## src/rtl/irq_aggregator.sv

```systemverilog
module irq_aggregator #(
  parameter int NSRC   = 4,
  parameter int ADDR_W = 5
) (
  input  logic                 clk,
  input  logic                 rst_n,
  input  logic [8*NSRC-1:0]    evt,
  input  logic [ADDR_W-1:0]    addr,
  input  logic                 wr,
  input  logic                 rd,
  input  logic [7:0]           wdata,
  output logic [7:0]           rdata,
  output logic                 irq_n
);
  localparam int NGRP    = 8;
  localparam int NBIT    = NGRP * NSRC;
  localparam int ST_BASE = 8;
  localparam int EN_BASE = 16;

  logic [NBIT-1:0] sticky, src_en, clr;
  logic [NGRP-1:0] grp_stat, grp_en;
  logic [2:0]      ctrl;
  logic            irq_q;
  logic [7:0]      rd_mux;

  wire master  = ctrl[0];
  wire w1c     = ctrl[1];
  wire autoclr = ctrl[2];

  for (genvar g = 0; g < NGRP; g++) begin : g_grp
    assign grp_stat[g] = |(sticky[g*NSRC +: NSRC] & src_en[g*NSRC +: NSRC]);
  end

  always_comb begin
    clr    = '0;
    rd_mux = '0;
    if (int'(addr) == 0) rd_mux = grp_stat;
    if (int'(addr) == 1) rd_mux = grp_en;
    if (int'(addr) == 2) rd_mux = {5'b0, ctrl};
    for (int g = 0; g < NGRP; g++) begin
      if (int'(addr) == ST_BASE + g) begin
        rd_mux[NSRC-1:0] = sticky[g*NSRC +: NSRC];
        if (rd && !w1c) clr[g*NSRC +: NSRC] = sticky[g*NSRC +: NSRC];
        if (wr && w1c)  clr[g*NSRC +: NSRC] = clr[g*NSRC +: NSRC] | wdata[NSRC-1:0];
      end
      if (int'(addr) == EN_BASE + g) rd_mux[NSRC-1:0] = src_en[g*NSRC +: NSRC];
      if (autoclr && irq_q)
        clr[g*NSRC +: NSRC] = clr[g*NSRC +: NSRC] |
          (sticky[g*NSRC +: NSRC] & src_en[g*NSRC +: NSRC] & {NSRC{grp_en[g]}});
    end
  end

  always_ff @(posedge clk or negedge rst_n) begin
    if (!rst_n) begin
      sticky <= '0;
      src_en <= '0;
      grp_en <= '0;
      ctrl   <= '0;
      irq_q  <= 1'b0;
      rdata  <= '0;
    end else begin
      sticky <= (sticky & ~clr) | evt;
      irq_q  <= master && |(grp_stat & grp_en);
      if (rd) rdata <= rd_mux;
      if (wr) begin
        if (int'(addr) == 1) grp_en <= wdata;
        if (int'(addr) == 2) ctrl   <= wdata[2:0];
        for (int g = 0; g < NGRP; g++)
          if (int'(addr) == EN_BASE + g) src_en[g*NSRC +: NSRC] <= wdata[NSRC-1:0];
      end
    end
  end

  assign irq_n = ~irq_q;


  evt_sets_sticky_chk: assert property (@(posedge clk) disable iff (!rst_n)
    |evt |=> ((sticky & $past(evt)) == $past(evt)));

  irq_asserts_chk: assert property (@(posedge clk) disable iff (!rst_n)
    (master && |(grp_stat & grp_en)) |=> !irq_n);

  grp_gate_chk: assert property (@(posedge clk) disable iff (!rst_n)
    ((grp_stat & grp_en) == '0) |=> irq_n);

  master_gate_chk: assert property (@(posedge clk) disable iff (!rst_n)
    !master |=> irq_n);

  w1c_read_chk: assert property (@(posedge clk) disable iff (!rst_n)
    (w1c && !autoclr && !wr) |=> (($past(sticky) & ~sticky) == '0));

  always_comb if (!rst_n) reset_state_chk: assert (sticky == '0);
endmodule

```

## config.mk

```make
export PLATFORM = sky130hd
export DESIGN_NAME = irq_aggregator
export DESIGN_NICKNAME = d
export VERILOG_FILES = /design/src/rtl/irq_aggregator.sv
export SDC_FILE = /design/constraint.sdc
export NUM_CORES = 1
export LEC_CHECK = 0
export ABC_AREA = 1
export BUFFER_PORTS_ARGS = -buffer_cell sky130_fd_sc_hd__buf_4
export CORE_MARGIN = 4
export CORE_UTILIZATION = 30
export CTS_CLUSTER_SIZE = 20
export DETAILED_ROUTE_END_ITERATION = 8
export MAX_ROUTING_LAYER = met4
export SKIP_CTS_REPAIR_TIMING = 1
export SYNTH_ARGS = -nofsm -noshare
export SYNTH_HDL_FRONTEND = slang
export SYNTH_SLANG_ARGS = --single-unit
export TNS_END_PERCENT = 100
```

## constraint.sdc

```tcl
create_clock -name clk -period 2.45 [get_ports clk]
set_input_delay 0.1225 -clock clk [delete_from_list [all_inputs] [get_ports clk]]
set_output_delay 0.1225 -clock clk [all_outputs]
set_load 0.1 [all_outputs]
```

==> results.tsv <==
stage	metric	value	unit
status	status	finished, final reports clean	
die	I/O pin total	58	
layout	ant diodes	0	
sta	Max transition margin	0.6167	
pwr	worst vdd ir	0.3591	mV
global_routing	GRT overflow	0	
sta	clock skew	0.005119	ns
cts	Longest Clk Path Bufs	2	
synth	synth warn	0	
global_routing	GRT Total Usage	0.1811	
pwr	Leak Pwr	2.671	nW
critical_path	Crit path max-delay family	compound AO/OA/AOI/OAI gates	
detailed_routing	WL final	15.24	mm
die	initial cell density of the core	0.3096	
synth	EDFF count, synth	0	
pwr	pwr dens	686.4	mW/mm^2
die	die area	0.01720	mm^2
synth	synthesis-stage register bit count	84	
global_routing	initial antenna violation count	0	
cts	CTS Buf Count	9	
sta	Fmax	513.4	MHz
placed_design	gpl congestion	1.017	
cts	clk sinks	84	
critical_path	Worst Setup Start Kind	flip-flop	
die	core box area	0.01470	mm^2
synth	Post-Syn Area per Cell	7.700	um^2
critical_path	WP data arrival	2.15	ns
synth	syn nets	640	
cts	CTS tree	built	
global_routing	global-route wire length before repair	23.67	mm
critical_path	Worst EP required	2.65	ns
detailed_routing	Iteration-0 DRC Markers	501	
sta	Setup-failing EPs final	0	
sta	TNS Setup	0	ns
cts	Worst-path clk slew	0.06	ns
placed_design	dpl ws	0.4315	ns
synth	most frequent cells after synthesis	177 x nand2_1, 84 x dfrtp_1, 72 x inv_1	
layout	Final Util	0.4019	
critical_path	Worst Setup Path Type	flip-flop to flip-flop	
critical_path	crit path max fanout	3	
sta	crit path time final	1.948	ns
critical_path	Crit path largest cell delay	0.41	ns
sta	final worst slack	0.5023	ns
global_routing	largest net degree at the start of global routing	85	
sta	final hold viol count	0	
critical_path	R2R cell count	5	
detailed_routing	Final ANT Viol Nets	0	
detailed_routing	vias per cell	5.006	
critical_path	nature of the critical path endpoint	flip-flop	
synth	Yosys top cell by area	dfrtp_1	
synth	top cells by area, synth	dfrtp_1 46%, nand2_1 15%, o21ai_0 7.7%	
critical_path	Worst path depth	5	
die	Die X	131.2	um
synth	Synth cell types	33	
detailed_routing	DRC	0	
synth	most common cell in the synthesized netlist	nand2_1	
hold_path	hold depth	3	
hold_path	worst hold-check path type	input port to flip-flop	
cts	H-tree levels	3	
die	Die Ht	131.2	um
synth	top_reg_cell synth	dfrtp_1	
synth	share of the yosys chip area belonging to registers	0.4619	
cts	clock root buffer	clkbuf_16	
detailed_routing	1st-pass router iterations	5	
critical_path	most used cell, CP	a221oi_1	
synth	Async SR Flop Fraction	1.000	
layout	area delta synth->final	29.83	%
global_routing	vias in the first global route	4222	
detailed_routing	WL per Instance	17.28	um
placed_design	DP HPWL	11.29	mm
die	Rows	44	
sta	Worst-Margin Slew	0.5744	ns
sta	crit share post-route	0.7950	
critical_path	Crit-path slowest cell	a221oi_1	
critical_path	CP Buf/Inv Count	0	
synth	Cell Area, Synth	0.004551	mm^2
layout	layout cells sized above 1	0.1948	
layout	non-filler instance count after layout	882	
detailed_routing	detailed-route via count	4415	
sta	Max Slew Vio Count	0	
placed_design	dpl cells	833	
critical_path	cells along the critical path	a22o_1, a221oi_1, o21ai_0, a221oi_1, a21boi_0	
run	number of max-cap violations	0	
cts	worst-skew pair later-pin latency	0.35	ns
placed_design	Port Buffer Count	57	
synth	post-synth top area share	0.4619	
layout	Nets	742	
sta	RSZ-0062 raised after global routing	no	
synth	cell count after synthesis	591	
-- flip-flops by register name, indices dropped and copies added, names as in the netlist --
register	cells
irq_q	1
src_en	32
rdata	8
ctrl	3
grp_en	8
sticky	32
-- metrics by stage --
stage	instance area, um^2	hold slack [ns]	power [mW]
3_3_place_gp	5259	0.1989	2.534
4_1_cts	5578	-0.1744	4.034
5_1_grt	5908	0.05154	4.250
2_1_floorplan	4551	-0.1731	2.179
6_report	5908	0.02850	4.055
3_5_place_dp	5259	0.1977	2.542
-- cells in the final DEF, fill, tap and decap left out, types with 2 or more instances in the layout --
cell | netlist | routed
o21bai_1 | 13 | 13
nor2_2 | 7 | 7
clkbuf_1 | 8 | 2
inv_2 | 7 | 7
nand3_1 | 30 | 30
a31o_2 | 19 | 19
or2_2 | 6 | 6
dfrtp_1 | 84 | 84
buf_4 | 0 | 65
o22ai_1 | 3 | 3
nand2_2 | 4 | 4
a22oi_1 | 3 | 3
a21oi_1 | 7 | 7
nand4_1 | 16 | 16
clkbuf_16 | 0 | 9
inv_1 | 72 | 72
o21ai_0 | 70 | 70
dlygate4sd3_1 | 0 | 33
a221oi_1 | 5 | 5
o21ai_1 | 4 | 4
or2_0 | 2 | 2
nand2_4 | 2 | 2
nor2_1 | 34 | 34
nor2_4 | 7 | 7
bufinv_16 | 0 | 2
nand2_1 | 177 | 177
-- kinds of logic (layout without fill, tap and decap cells) --
family | count (synthesis) | after routing | share of synthesized area
AND/OR/NAND/NOR | 290 | 290 | 0.2901
AO/OA/AOI/OAI | 129 | 129 | 0.1743
buffers and inverters | 88 | 195 | 0.07369
flip-flops | 84 | 84 | 0.4619
-- power breakdown --
part	internal [mW]	total [mW]	switching (mW)
clock	0.920	1.49	0.566
sequential	1.55	1.73	0.180
combinational	0.300	0.841	0.540
total	2.77	4.06	1.29
-- worst paths after layout --
kind                                        startpoint               endpoint  slack, ns
worst max-delay path            src_en[30]$_DFFE_PN0P_        irq_q$_DFF_PN0_       0.50
worst min-delay path                          wdata[7]  grp_en[7]$_DFFE_PN0P_       0.03
worst max register to register  src_en[30]$_DFFE_PN0P_        irq_q$_DFF_PN0_       0.50
worst min register to register    rdata[7]$_DFFE_PN0P_   rdata[7]$_DFFE_PN0P_       0.49
max in group asynchronous                        rst_n   sticky[25]$_DFF_PN0_       1.73
min in group asynchronous                        rst_n  src_en[9]$_DFFE_PN0P_       0.34
-- worst register-to-register path: stages (launching register included) --
cell and delay, ns:
dfrtp_1 0.40, a22o_1 0.23, a221oi_1 0.41, o21ai_0 0.22
a221oi_1 0.36, a21boi_0 0.18
-- per-layer routing --
metal | up-vias | routed length (um) | track usage
li1 | 2143 | - | -
met1 | 2048 | 7057 | 0.2467
met2 | 182 | 6415 | 0.2503
met3 | 42 | 1227 | 0.05505
met4 | 0 | 537 | 0.07468
met5 | - | 0 | -
-- layout make-up --
class	count	area, um^2
multi-input combinational	419	2113
tap	184	230.2
clock inverter	4	72.57
timing repair buffer	99	838.3
inverter	80	305.3
sequential	84	2102
fill	1541	8791
clock buffer	12	246.5
Note: power is estimated with default switching activity, not from simulation.
